--- src/rtl/txn_pause_stack_pkg.sv ---
package txn_pause_stack_pkg;
  // One-hot strobes from control to datapath; at most one stack operation per cycle.
  typedef struct packed {
    logic open;     // push retry record plus first group
    logic split;    // park conflict set below the remaining threads
    logic pop;      // pop a group, uncovering a parked group
    logic restart;  // retry record uncovered with failures: refill the group
    logic finish;   // retry record uncovered clean: empty the stack
    logic reject;   // pause would park every thread
    logic ovf;      // split refused on a full stack
  } stackOp_t;
endpackage

--- src/rtl/txn_pause_stack_ctrl.sv ---
module txn_pause_stack_ctrl
  import txn_pause_stack_pkg::*;
(
  input  logic     txBegin,
  input  logic     pauseReq,
  input  logic     commitValid,
  input  logic     isEmpty,
  input  logic     isFull,
  input  logic     nextIsRetry,
  input  logic     mergedZero,
  input  logic     conflictNone,
  input  logic     conflictAll,
  output stackOp_t op
);
  logic doCommit, doPause, wantSplit;

  always_comb begin
    doCommit  = commitValid && !isEmpty;
    // a commit in the same cycle takes the slot; the pause is dropped
    doPause   = pauseReq && !isEmpty && !commitValid;
    wantSplit = doPause && !conflictNone && !conflictAll;

    op         = '0;
    op.open    = txBegin && isEmpty;
    op.pop     = doCommit && !nextIsRetry;
    op.restart = doCommit && nextIsRetry && !mergedZero;
    op.finish  = doCommit && nextIsRetry && mergedZero;
    op.split   = wantSplit && !isFull;
    op.ovf     = wantSplit && isFull;
    op.reject  = doPause && conflictAll;
  end
endmodule

--- src/rtl/txn_pause_stack_data.sv ---
module txn_pause_stack_data
  import txn_pause_stack_pkg::*;
#(
  parameter int WARP  = 8,
  parameter int PCW   = 16,
  parameter int LGW   = 8,
  parameter int DEPTH = 8,
  localparam int SPW  = $clog2(DEPTH + 1),
  localparam int IW   = $clog2(DEPTH)
) (
  input  logic            clk,
  input  logic            rstN,
  input  stackOp_t        op,
  input  logic [PCW-1:0]  txPc,
  input  logic [WARP-1:0] txMask,
  input  logic [PCW-1:0]  pausePc,
  input  logic [WARP-1:0] pauseMask,
  input  logic [LGW-1:0]  logPtrIn,
  input  logic [WARP-1:0] passMask,
  output logic            isEmpty,
  output logic            isFull,
  output logic            nextIsRetry,
  output logic            mergedZero,
  output logic            conflictNone,
  output logic            conflictAll,
  output logic            topValid,
  output logic [PCW-1:0]  topPc,
  output logic [WARP-1:0] topMask,
  output logic [LGW-1:0]  topLog,
  output logic [SPW-1:0]  stackDepth,
  output logic            txDone,
  output logic            pauseReject,
  output logic            overflow
);
  // Entry 0 is always the retry record while a transaction is open.
  logic [PCW-1:0]  pcMem   [DEPTH];
  logic [WARP-1:0] maskMem [DEPTH];
  logic [LGW-1:0]  logMem  [DEPTH];
  logic [SPW-1:0]  sp;
  logic [IW-1:0]   topIdx, pushIdx;
  logic [WARP-1:0] curMask, conflict, merged;
  logic            doneQ, rejectQ, ovfQ;

  always_comb begin
    topIdx       = IW'(sp - SPW'(1));
    pushIdx      = IW'(sp);
    isEmpty      = (sp == '0);
    isFull       = (sp == SPW'(DEPTH));
    nextIsRetry  = (sp == SPW'(2));
    curMask      = isEmpty ? '0 : maskMem[topIdx];
    conflict     = pauseMask & curMask;
    conflictNone = (conflict == '0);
    conflictAll  = !conflictNone && (conflict == curMask);
    merged       = maskMem[0] | (curMask & ~passMask);
    mergedZero   = (merged == '0);
  end

  always_ff @(posedge clk) begin
    if (!rstN) begin
      sp      <= '0;
      doneQ   <= 1'b0;
      rejectQ <= 1'b0;
      ovfQ    <= 1'b0;
      for (int i = 0; i < DEPTH; i++) begin
        pcMem[i]   <= '0;
        maskMem[i] <= '0;
        logMem[i]  <= '0;
      end
    end else begin
      doneQ   <= op.finish;
      rejectQ <= op.reject;
      ovfQ    <= op.ovf;
      if (op.open) begin
        pcMem[0]   <= txPc;
        maskMem[0] <= '0;
        logMem[0]  <= '0;
        pcMem[1]   <= txPc;
        maskMem[1] <= txMask;
        logMem[1]  <= '0;
        sp         <= SPW'(2);
      end
      if (op.split) begin
        maskMem[topIdx]  <= conflict;
        pcMem[topIdx]    <= pausePc;
        logMem[topIdx]   <= logPtrIn;
        maskMem[pushIdx] <= curMask & ~conflict;
        pcMem[pushIdx]   <= pausePc;
        logMem[pushIdx]  <= logPtrIn;
        sp               <= sp + SPW'(1);
      end
      if (op.pop) begin
        maskMem[0] <= merged;
        sp         <= sp - SPW'(1);
      end
      if (op.restart) begin
        maskMem[0] <= '0;
        maskMem[1] <= merged;
        pcMem[1]   <= pcMem[0];
        logMem[1]  <= '0;
      end
      if (op.finish) begin
        maskMem[0] <= '0;
        sp         <= '0;
      end
    end
  end

  assign topValid    = !isEmpty;
  assign topPc       = isEmpty ? '0 : pcMem[topIdx];
  assign topMask     = curMask;
  assign topLog      = isEmpty ? '0 : logMem[topIdx];
  assign stackDepth  = sp;
  assign txDone      = doneQ;
  assign pauseReject = rejectQ;
  assign overflow    = ovfQ;
endmodule

--- src/rtl/txn_pause_stack.sv ---
module txn_pause_stack
  import txn_pause_stack_pkg::*;
#(
  parameter int WARP  = 8,
  parameter int PCW   = 16,
  parameter int LGW   = 8,
  parameter int DEPTH = 8,   // at least 8
  localparam int SPW  = $clog2(DEPTH + 1)
) (
  input  logic            clk,
  input  logic            rstN,
  input  logic            txBegin,
  input  logic [PCW-1:0]  txPc,
  input  logic [WARP-1:0] txMask,
  input  logic            pauseReq,
  input  logic [WARP-1:0] pauseMask,
  input  logic [PCW-1:0]  pausePc,
  input  logic [LGW-1:0]  logPtrIn,
  input  logic            commitValid,
  input  logic [WARP-1:0] passMask,
  output logic            topValid,
  output logic [PCW-1:0]  topPc,
  output logic [WARP-1:0] topMask,
  output logic [LGW-1:0]  topLog,
  output logic [SPW-1:0]  stackDepth,
  output logic            txDone,
  output logic            pauseReject,
  output logic            overflow
);
  stackOp_t op;
  logic isEmpty, isFull, nextIsRetry, mergedZero, conflictNone, conflictAll;

  txn_pause_stack_ctrl u_ctrl (
    .txBegin(txBegin), .pauseReq(pauseReq), .commitValid(commitValid),
    .isEmpty(isEmpty), .isFull(isFull), .nextIsRetry(nextIsRetry),
    .mergedZero(mergedZero), .conflictNone(conflictNone),
    .conflictAll(conflictAll), .op(op)
  );

  txn_pause_stack_data #(.WARP(WARP), .PCW(PCW), .LGW(LGW), .DEPTH(DEPTH)) u_data (
    .clk(clk), .rstN(rstN), .op(op),
    .txPc(txPc), .txMask(txMask), .pausePc(pausePc), .pauseMask(pauseMask),
    .logPtrIn(logPtrIn), .passMask(passMask),
    .isEmpty(isEmpty), .isFull(isFull), .nextIsRetry(nextIsRetry),
    .mergedZero(mergedZero), .conflictNone(conflictNone), .conflictAll(conflictAll),
    .topValid(topValid), .topPc(topPc), .topMask(topMask), .topLog(topLog),
    .stackDepth(stackDepth), .txDone(txDone), .pauseReject(pauseReject),
    .overflow(overflow)
  );
endmodule

--- config.mk ---
export PLATFORM = sky130hd
export DESIGN_NAME = txn_pause_stack
export DESIGN_NICKNAME = d
export VERILOG_FILES = /design/src/rtl/txn_pause_stack_pkg.sv /design/src/rtl/txn_pause_stack_ctrl.sv /design/src/rtl/txn_pause_stack_data.sv /design/src/rtl/txn_pause_stack.sv
export SDC_FILE = /design/constraint.sdc
export NUM_CORES = 1
export LEC_CHECK = 0
export BUFFER_PORTS_ARGS = -buffer_cell sky130_fd_sc_hd__buf_4
export CAP_MARGIN = 40
export CORE_ASPECT_RATIO = 1.1
export CORE_UTILIZATION = 60
export CTS_CLUSTER_DIAMETER = 30
export DETAILED_ROUTE_END_ITERATION = 10
export GPL_TIMING_DRIVEN = 0
export PLACE_DENSITY = 0.76
export REMOVE_ABC_BUFFERS = 1
export SLEW_MARGIN = 20
export SYNTH_ARGS = -nofsm -noshare
export SYNTH_HDL_FRONTEND = slang
export SYNTH_SLANG_ARGS = --single-unit
--- constraint.sdc ---
create_clock -name clk -period 18.59 [get_ports clk]
set_input_delay 4.6475 -clock clk [delete_from_list [all_inputs] [get_ports clk]]
set_output_delay 4.6475 -clock clk [all_outputs]
set_load 0.1 [all_outputs]
==> results of run 1 <==
[synthesized netlist by cell type (3+ instances only)]
cell      instances
a221oi_1          9
or3_1             4
nor3_1           46
ha_1              3
a31oi_1          37
a221o_1          19
nand4_1          11
mux2_2            5
dfxtp_1           7
buf_4             8
o31a_1           13
o22ai_1           4
a211o_1           3
nand2_1          53
nor4_4            6
nor4_1            7
mux2i_1          25
o32ai_1           5
a21oi_1          61
mux4_2           40
buf_2            13
inv_1            18
o21ai_0          19
or2_2             3
o31ai_1           6
clkbuf_1         67
a21o_1           16
and2_1          176
nor2_1           87
and3_1           12
nor2b_1           4
buf_6             4
buf_1             8
edfxtp_1        256
nand3_1          33
o221ai_1          4
[kinds of logic after synthesis]
logic type      count (synthesis)  synth area share (%)
xor+xnor                        2                 0.402
compound gates                216                  11.1
mux                            70                  8.82
simple gates                  455                  18.4
flops                         263                  57.2
buf+inv                       121                  3.88
fa+ha+maj                       3                 0.274
[layout make-up]
| cell class | count | area [sq um] | area share (%) |
|---|---|---|---|
| Clock buffer | 51 | 1230 | 7.19 |
| Clock inverter | 41 | 503 | 2.93 |
| Timing Repair Buffer | 161 | 1700 | 9.90 |
| Multi-Input combinational cell | 746 | 5440 | 31.7 |
| Inverter | 20 | 81.3 | 0.474 |
| Sequential cell | 263 | 7830 | 45.7 |
| Tap cell | 295 | 369 | 2.15 |
[final timing paths]
path / slack [ns] / cells past startpoint / start / to
worst max-delay path: 8.86 / 11 / u_data.stackDepth[0] / topMask[0]
worst min-delay path: 0.57 / 1 / u_data.pcMem[0][14] / u_data.pcMem[1][14]
worst max register to register: 11.88 / 15 / u_data.stackDepth[0] / u_data.pcMem[1][1]
worst min register to register: 0.57 / 1 / u_data.pcMem[0][14] / u_data.pcMem[1][14]
[routing by layer]
layer | up-vias | part of all wire [%] | wire, um | track usage (%)
met5 | - | 0 | 0 | 0
met3 | 203 | 11 | 4200 | 6.73
met1 | 5070 | 36 | 14400 | 42.9
li1 | 4521 | - | - | -
met2 | 806 | 48 | 19300 | 56.9
met4 | 0 | 5.1 | 2040 | 18.6
[state kept, by name (all words and copies together) (netlist names)]
register            flops
u_data.stackDepth       4
u_data.maskMem         64
u_data.pcMem          128
u_data.overflow         1
u_data.pauseReject      1
u_data.logMem          64
u_data.txDone           1
[where the power goes]
group	switching [mW]	internal (mW)	total [mW]	leakage [nW]
sequential	0.0428	0.745	0.788	2.73
clock	0.326	0.605	0.931	0.823
combinational	1.14	0.502	1.64	2.99
total	1.51	1.85	3.36	6.54
[per-stage QoR]
step | utilization [%] | setup WS [ns]
global placement | 64.8 | -2.41
finish | 77.1 | 8.86
CTS | 76.8 | 9.01
floorplan | - | 3.23
global route | 77.1 | 8.74
detailed placement | 69.0 | 9.62
==> summary.txt, run 1 <==
Outcome
  – Outcome: finished clean

Critical path
  – CP top delay family: buffers and inverters
  – Crit-path cells: buf_12, clkinv_2, buf_12, ha_2, inv_6, buf_16, nor2_2, a22o_1, or2_1, inv_2, buf_4
  – Startpoint types: register
  – Worst path required time: 13.94 ns
  – Slowest CP cell: nor2_2
  – Critical path buffers and inverters: 7
  – Crit. End Element: output port
  – Most Frequent Cell on Critical Path: buf_12
  – Worst Path Arrival: 5.08 ns
  – CP Class: reg -> out
  – Critical path peak fanout: 54
  – CP max stage delay: 0.73 ns

Placed design
  – Placed cells: 1480
  – DP Wirelength: 25.1 mm
  – GPL Wtd Cong: 0.865
  – I/O Buffers: 108
  – Placed Area: 0.0154 sq mm

STA
  – Hold Violations, Final: 0
  – Setup TNS: 0 ns
  – Period utilization: 52.4%
  – RSZ-0062 raised after global routing: false
  – Clock skew: 0.0219 ns
  – Max transition margin: 41.5%
  – # setup viols final: 0
  – Max Freq: 103 MHz
  – Worst-Margin Slew: 0.876 ns
  – Final critical-path required period: 9.73 ns
  – Slew Viols, Final: 0
  – WHS: 0.573 ns

Worst hold path
  – Worst hold path class: reg -> reg

Layout
  – Share of layout cells above drive strength 1: 25.9%
  – Most frequent cells in the layout: 256 x edfxtp_1, 176 x and2_1, 114 x buf_4, 85 x nor2_1, 61 x a21oi_1
  – Commonest non-fill, non-tap cell in the layout: edfxtp_1
  – P&R area growth vs syn: 25.3%
  – Layout net count: 1313
  – Diodes inserted: 0
  – Layout fillers: 1319
  – Design Area, Final: 0.0172 sq mm
  – Finished Layout Cells: 1577

Floorplan
  – Die area: 0.0234 sq mm
  – Io pins: 109
  – Die X: 146 um
  – Row cnt: 57
  – Initial Util: 61.5%
  – Die Y: 160 um
  – Core ar.: 0.0223 sq mm

Route
  – WL/cell: 25.3 um
  – Starting DRT DRC Count: 1392
  – Routed WL: 39.9 mm
  – DRT antenna net count: 0
  – DRC violations left: 0
  – Drt first pass iters: 6
  – Via count: 10600
  – Via-to-Cell Ratio: 6.72

Synthesis
  – Synth unique cells: 68
  – Sequential fraction of the synthesis area: 57.2%
  – Synthesized area: 0.0137 sq mm
  – Fraction of registers with async set/reset: 0%
  – Ys Warns: 0
  – Largest cells by area after synthesis: edfxtp_1 56%, and2_1 8.0%, mux4_2 6.6%
  – Mean Syn Cell Area: 12.1 sq um
  – Dominant cell type by area after synthesis: edfxtp_1
  – Cells after Synth: 1130
  – Flops & latches, synth: 263
  – Fraction of post-synthesis cell area in the top cell type by area: 56.2%
  – Ys flop type: edfxtp_1
  – Number of flops mapped to enable cells by yosys: 256

Power and ir drop
  – VDD IR max: 139 uV
  – Cell area power density: 196 mW/mm^2
  – Total power: 3.36 mW
  – Lkg Pwr: 6.54 nW

Clock tree
  – Reg clk slew, reported paths: 0.05 ns
  – Postcts setup bufs: 0
  – TritonCTS clock tree: done
  – Max Buffers Root-to-Sink: 3
  – Cts bufs inserted: 49
  – H-tree levels: 2
  – Root buffer cell: clkbuf_16
  – Hold-fix buffers, CTS: 0
  – Insertion delay to the later sink of the worst-skew pair: 0.56 ns
  – CTS resizes: 0
  – CTS Sinks: 263

GRT
  – Initial antenna violation count: 0
  – Largest net degree at the start of global routing: 55
  – Vias in the first global route: 10615
  – GRT Resource Usage Total: 34.3%
  – First-pass GRT wire length: 60.6 mm
  – Gr ovfl total: 0

Flow run
  – Max Cap Viol: 0
No activity file was read; power rests on OpenSTA's default activity.
==> run 2: changes to the inputs <==
ABC_AREA = 1   (was unset)
CORE_UTILIZATION = 55   (was 60)
PLACE_DENSITY = 0.73   (was 0.76)
clock period = 8.9 ns   (was 18.59 ns; I/O delays follow)
==> run 2 against run 1 <==
Compared with the run above:
- sequential cell count stayed put
- clock-buffer cell count is 5 higher
- critical path depth stayed put
- die area is 6.0% higher
- cell count is 22% higher
- synthesized cell count is 31% higher
- register-to-register slack worse by 8.7 ns
- core utilization is 8.4 points lower
==> summary.txt, run 2 <==
Outcome
  – Outcome: finished clean

Clock tree
  – Insertion delay to the later sink of the worst-skew pair: 0.53 ns
  – H-tree levels: 2
  – CTS resizes: 0
  – Root buffer cell: clkbuf_16
  – TritonCTS clock tree: done
  – Reg clk slew, reported paths: 0.05 ns
  – Max Buffers Root-to-Sink: 3
  – CTS Sinks: 263
  – Postcts setup bufs: 0
  – Hold-fix buffers, CTS: 0
  – Cts bufs inserted: 47

Layout
  – Top Registers: u_data.pcMem x128, u_data.logMem x64, u_data.maskMem x64
  – Largest reg by FF count: u_data.pcMem
  – Commonest non-fill, non-tap cell in the layout: nand2_1
  – Layout fillers: 1777
  – Max reg flops: 128
  – P&R area growth vs syn: 22.3%
  – Diodes inserted: 0
  – Finished Layout Cells: 1928
  – Share of layout cells above drive strength 1: 16.0%
  – Layout net count: 1659
  – Most frequent cells in the layout: 532 x nand2_1, 256 x edfxtp_1, 163 x nor2_1, 152 x a21oi_1, 108 x buf_4

Route
  – Drt first pass iters: 6
  – Via-to-Cell Ratio: 5.84
  – Starting DRT DRC Count: 1162
  – DRT antenna net count: 0
  – Routed WL: 38.4 mm
  – Via count: 11258
  – WL/cell: 19.9 um
  – DRC violations left: 0

Critical path
  – CP max stage delay: 0.74 ns
  – Startpoint types: register
  – Crit. End Element: output port
  – Critical path peak fanout: 59
  – Worst path required time: 6.68 ns
  – CP Class: reg -> out
  – R2r setup slk: 3.17 ns
  – Slowest CP cell: a2111oi_0
  – CP top delay family: buffers and inverters
  – Worst Path Arrival: 5.00 ns
  – Crit-path cells: buf_12, inv_6, buf_16, ha_1, inv_2, nor2_1, inv_2, a21oi_1, a2111oi_0, a21oi_1, buf_4
  – Critical path buffers and inverters: 6
  – Worst r2r src: u_data.stackDepth[0]
  – RR Endpoint: u_data.logMem[7][4]
  – Reg2Reg Depth: 22

Worst hold path
  – Worst hold path class: reg -> reg
  – WHS Endpoint: u_data.pcMem[1][14]
  – Worst Hold Launch: u_data.pcMem[0][14]
  – Cell depth of the worst min-delay path: 2

Flow run
  – Max Cap Viol: 0

Floorplan
  – Io pins: 109
  – Die Y: 165 um
  – Row cnt: 59
  – Die area: 0.0248 sq mm
  – Die X: 150 um
  – Core ar.: 0.0237 sq mm
  – Initial Util: 56.2%

Synthesis
  – Largest cells by area after synthesis: edfxtp_1 58%, nand2_1 15%, a21oi_1 5.7%
  – Ys flop type: edfxtp_1
  – Most instantiated cells after synthesis: 537 x nand2_1, 256 x edfxtp_1, 166 x nor2_1, 152 x a21oi_1, 76 x inv_1
  – Synth unique cells: 36
  – Ys Warns: 0
  – Number of flops mapped to enable cells by yosys: 256
  – Flops & latches, synth: 263
  – Mean Syn Cell Area: 8.97 sq um
  – Sequential fraction of the synthesis area: 58.8%
  – Most numerous cell in the Yosys netlist: nand2_1
  – Fraction of registers with async set/reset: 0%
  – Synthesized area: 0.0133 sq mm
  – Fraction of post-synthesis cell area in the top cell type by area: 57.8%
  – Cells after Synth: 1483
  – Dominant cell type by area after synthesis: edfxtp_1

Power and ir drop
  – Cell area power density: 361 mW/mm^2
  – Total power: 5.88 mW
  – Lkg Pwr: 6.96 nW
  – VDD IR max: 381 uV

STA
  – Max Freq: 138 MHz
  – RSZ-0062 raised after global routing: false
  – Hold Violations, Final: 0
  – Period utilization: 81.2%
  – Final critical-path required period: 7.22 ns
  – Max transition margin: 44.5%
  – Slew Viols, Final: 0
  – # setup viols final: 0
  – Clock skew: 0.0162 ns
  – Worst-Margin Slew: 0.829 ns

GRT
  – GRT Resource Usage Total: 31.6%
  – Vias in the first global route: 10997
  – Initial antenna violation count: 0
  – Largest net degree at the start of global routing: 60
  – First-pass GRT wire length: 58.6 mm
  – Gr ovfl total: 0

Placed design
  – Placed cells: 1839
  – I/O Buffers: 108
  – DP Wirelength: 23.1 mm
  – GPL Wtd Cong: 0.860
## run 2: cell families after synthesis
group,synth area share (%)
xor+xnor,0.197
simple gates,24.0
flops,58.8
buf+inv,5.83
compound gates,10.9
fa+ha+maj,0.282
## run 2: through the flow
step	utilization, %	TNS (ns)	area [sq um]	hold slack [ns]	worst slack (ns)
final	68.7	0	16300	0.591	1.68
after global routing	68.7	0	16300	0.616	1.60
after CTS	68.3	0	16200	0.590	1.53
after detailed placement	61.9	0	14700	0.576	2.17
after global placement	59.3	-934.28	14100	0.567	-3.08
after floorplan	-	-18.40	12900	0.554	-0.788
## run 2: worst max-delay path by stage
stage / from / depth (start not counted) / to
after detailed placement: u_data.stackDepth[0] / 12 / topPc[12]
after floorplan: u_data.stackDepth[0] / 11 / topLog[1]
after CTS: u_data.stackDepth[0] / 11 / topPc[15]
after global placement: u_data.stackDepth[0] / 12 / topLog[0]
final: u_data.stackDepth[0] / 11 / topPc[15]
after global routing: u_data.stackDepth[0] / 11 / topPc[15]
## run 2: worst reg2reg max path: cells and delay by family (launching register included)
kind / cells / cell delay [ns]
simple gates: 14 / 2.33
buf+inv: 7 / 1.93
flops: 1 / 0.60
fa+ha+maj: 1 / 0.56
## run 2: where the power goes
part / switching (mW) / internal (mW)
clock network: 0.603 / 1.12
logic: 1.98 / 0.564
registers: 0.0780 / 1.54
## run 2: routing by layer
layer  up-vias  wire length (um)  part of all wire (%)  GRT usage, %
met3       104              3880                    10          5.44
met2       673             19100                    50          52.3
met1      5271             14100                    37          39.7
met5         -                 0                     0             0
li1       5210                 -                     -             -
met4         0              1300                   3.4          16.6
## run 2: final cells by class
type / instances / area, sq um / area share, %
flip-flops and latches: 263 / 7830 / 48.1
multi-input cells: 1053 / 4780 / 29.4
repair buffers: 133 / 1420 / 8.69
clock buffers: 56 / 1250 / 7.69
well taps: 305 / 382 / 2.34
inverters: 89 / 339 / 2.08
clock inverters: 29 / 277 / 1.70
==> run 3: changes to the inputs <==
clock period = 6.64 ns   (was 8.9 ns; I/O delays follow)
==> run 3 against run 2 <==
Compared with the run above:
- highest routed layer unchanged
- final area about the same
- largest power group unchanged
- die area unchanged
- clock-buffer cell count unchanged
- register-to-register slack got worse by 2.1 ns
- largest cell class unchanged
- combinational power increased by 35%
- hold slack improved by 0.0027 ns
- total power increased by 34%
- cell count about the same
- sequential share of layout area about the same
- routed wire length increased by 0.50%
- first-iteration DRC count increased by 15%
==> summary.txt, run 3 (same netlist as run 2, synthesis figures left out) <==
Outcome
  – Outcome: finished clean

Layout
  – Sequential Area: 0.00783 sq mm
  – Share of layout cells above drive strength 1: 16.0%
  – Max reg flops: 128
  – Multi-input gate area: 0.00479 sq mm
  – Post-layout util: 68.7%
  – Largest reg by FF count: u_data.pcMem
  – P&R area growth vs syn: 22.3%
  – Diodes inserted: 0
  – Commonest non-fill, non-tap cell in the layout: nand2_1
  – Layout fillers: 1777
  – Most frequent cells in the layout: 532 x nand2_1, 256 x edfxtp_1, 163 x nor2_1, 152 x a21oi_1, 108 x buf_4
  – Layout net count: 1658
  – Finished Layout Cells: 1927
  – Top Registers: u_data.pcMem x128, u_data.logMem x64, u_data.maskMem x64

Clock tree
  – Root buffer cell: clkbuf_16
  – Reg clk slew, reported paths: 0.05 ns
  – Hold-fix buffers, CTS: 0
  – TritonCTS clock tree: done
  – CTS Sinks: 263
  – Cts bufs inserted: 47
  – H-tree levels: 2
  – Insertion delay to the later sink of the worst-skew pair: 0.53 ns
  – Max Buffers Root-to-Sink: 3

GRT
  – Gr ovfl total: 0
  – Initial antenna violation count: 0
  – First-pass GRT wire length: 58.6 mm
  – GRT Resource Usage Total: 31.6%
  – Vias in the first global route: 10992
  – Largest net degree at the start of global routing: 60

Floorplan
  – Row cnt: 59
  – Die area: 0.0248 sq mm
  – Die X: 150 um
  – Core ar.: 0.0237 sq mm
  – Initial Util: 56.2%
  – Io pins: 109
  – Die Y: 165 um

Critical path
  – Worst r2r src: u_data.stackDepth[0]
  – Worst Path Arrival: 4.70 ns
  – Crit path capture: topLog[6]
  – Crit. End Element: output port
  – Worst path required time: 4.98 ns
  – Reg2Reg Depth: 23
  – CP Class: reg -> out
  – Critical path peak fanout: 59
  – Startpoint types: register
  – Critical path startpoint: u_data.stackDepth[0]
  – RR Endpoint: u_data.logMem[7][4]
  – R2r setup slk: 1.06 ns

STA
  – Max transition margin: 46.4%
  – Clock skew: 0.0163 ns
  – Period utilization: 95.8%
  – Final critical-path required period: 6.36 ns
  – Hold Violations, Final: 0
  – RSZ-0062 raised after global routing: false
  – Slew Viols, Final: 0
  – # setup viols final: 0
  – Worst-Margin Slew: 0.801 ns
  – Max Freq: 157 MHz
  – Setup TNS: 0 ns
  – Worst setup margin: 0.281 ns

Placed design
  – GPL Wtd Cong: 0.860
  – Placed cells: 1839
  – I/O Buffers: 108
  – DP Worst Slack: 0.477 ns
  – DP Wirelength: 23.1 mm

Route
  – Via-to-Cell Ratio: 5.83
  – Starting DRT DRC Count: 1339
  – DRC violations left: 0
  – DRT antenna net count: 0
  – Drt first pass iters: 5
  – Routed WL: 38.6 mm
  – Via count: 11235
  – WL/cell: 20.0 um

Worst hold path
  – Worst hold path class: reg -> reg

Power and ir drop
  – Total power: 7.90 mW
  – VDD IR max: 497 uV
  – Lkg Pwr: 6.96 nW
  – Cell area power density: 485 mW/mm^2

Flow run
  – Max Cap Viol: 0
run 3: through the flow:
stage,hold slack (ns),instance area [sq um]
2_1_floorplan,0.554,12900
3_3_place_gp,0.567,14100
3_5_place_dp,0.576,14700
4_1_cts,0.590,16200
5_1_grt,0.616,16300
6_report,0.593,16300
run 3: layout make-up:
type	instances	area share, %
well taps	305	2.34
repair buffers	132	8.62
inverters	89	2.10
multi-input cells	1053	29.4
flip-flops and latches	263	48.1
clock buffers	56	7.69
clock inverters	29	1.70
run 3: worst min-delay path by stage:
stage,from,end,slack (ns),cells past startpoint
finish,u_data.pcMem[0][14],u_data.pcMem[1][14],0.59,2
global route,u_data.pcMem[0][12],u_data.pcMem[1][12],0.62,2
CTS,u_data.pcMem[0][14],u_data.pcMem[1][14],0.59,2
detailed placement,u_data.pcMem[0][3],u_data.pcMem[1][3],0.58,2
global placement,u_data.pcMem[0][15],u_data.pcMem[1][15],0.57,2
floorplan,u_data.pcMem[0][0],u_data.pcMem[1][0],0.55,2
run 3: repair_timing:
item                       CTS  global route
resized for setup            2             1
gates cloned                 0             0
pin swaps                    0             0
setup buffers                0             0
setup endpoints to repair    7             1
run 3: critical path, stage by stage, from the launching register on:
cell and delay, ns:
dfxtp_4 0.46, buf_12 0.23, inv_6 0.39, buf_16 0.34, ha_4 0.22, inv_2 0.05, nand2_1 0.06, nand2_1 0.29
nor2_1 0.24, clkinv_1 0.59, buf_16 0.40, a21oi_1 0.13, a2111oi_0 0.09, a21oi_1 0.26, buf_4 0.35
run 3: per-layer routing:
| layer | wire length, um | vias up | track usage [%] |
|---|---|---|---|
| met2 | 19000 | 650 | 52.4 |
| met1 | 14500 | 5256 | 39.7 |
| met5 | 0 | - | 0 |
| met3 | 3690 | 119 | 5.41 |
| met4 | 1350 | 0 | 16.3 |
| li1 | - | 5210 | - |
run 3: power by group:
group / leakage (nW) / internal (mW) / total, mW / switching [mW]
Sequential: 2.72 / 2.06 / 2.17 / 0.104
Clock: 0.734 / 1.50 / 2.31 / 0.813
Combinational: 3.50 / 0.760 / 3.42 / 2.66
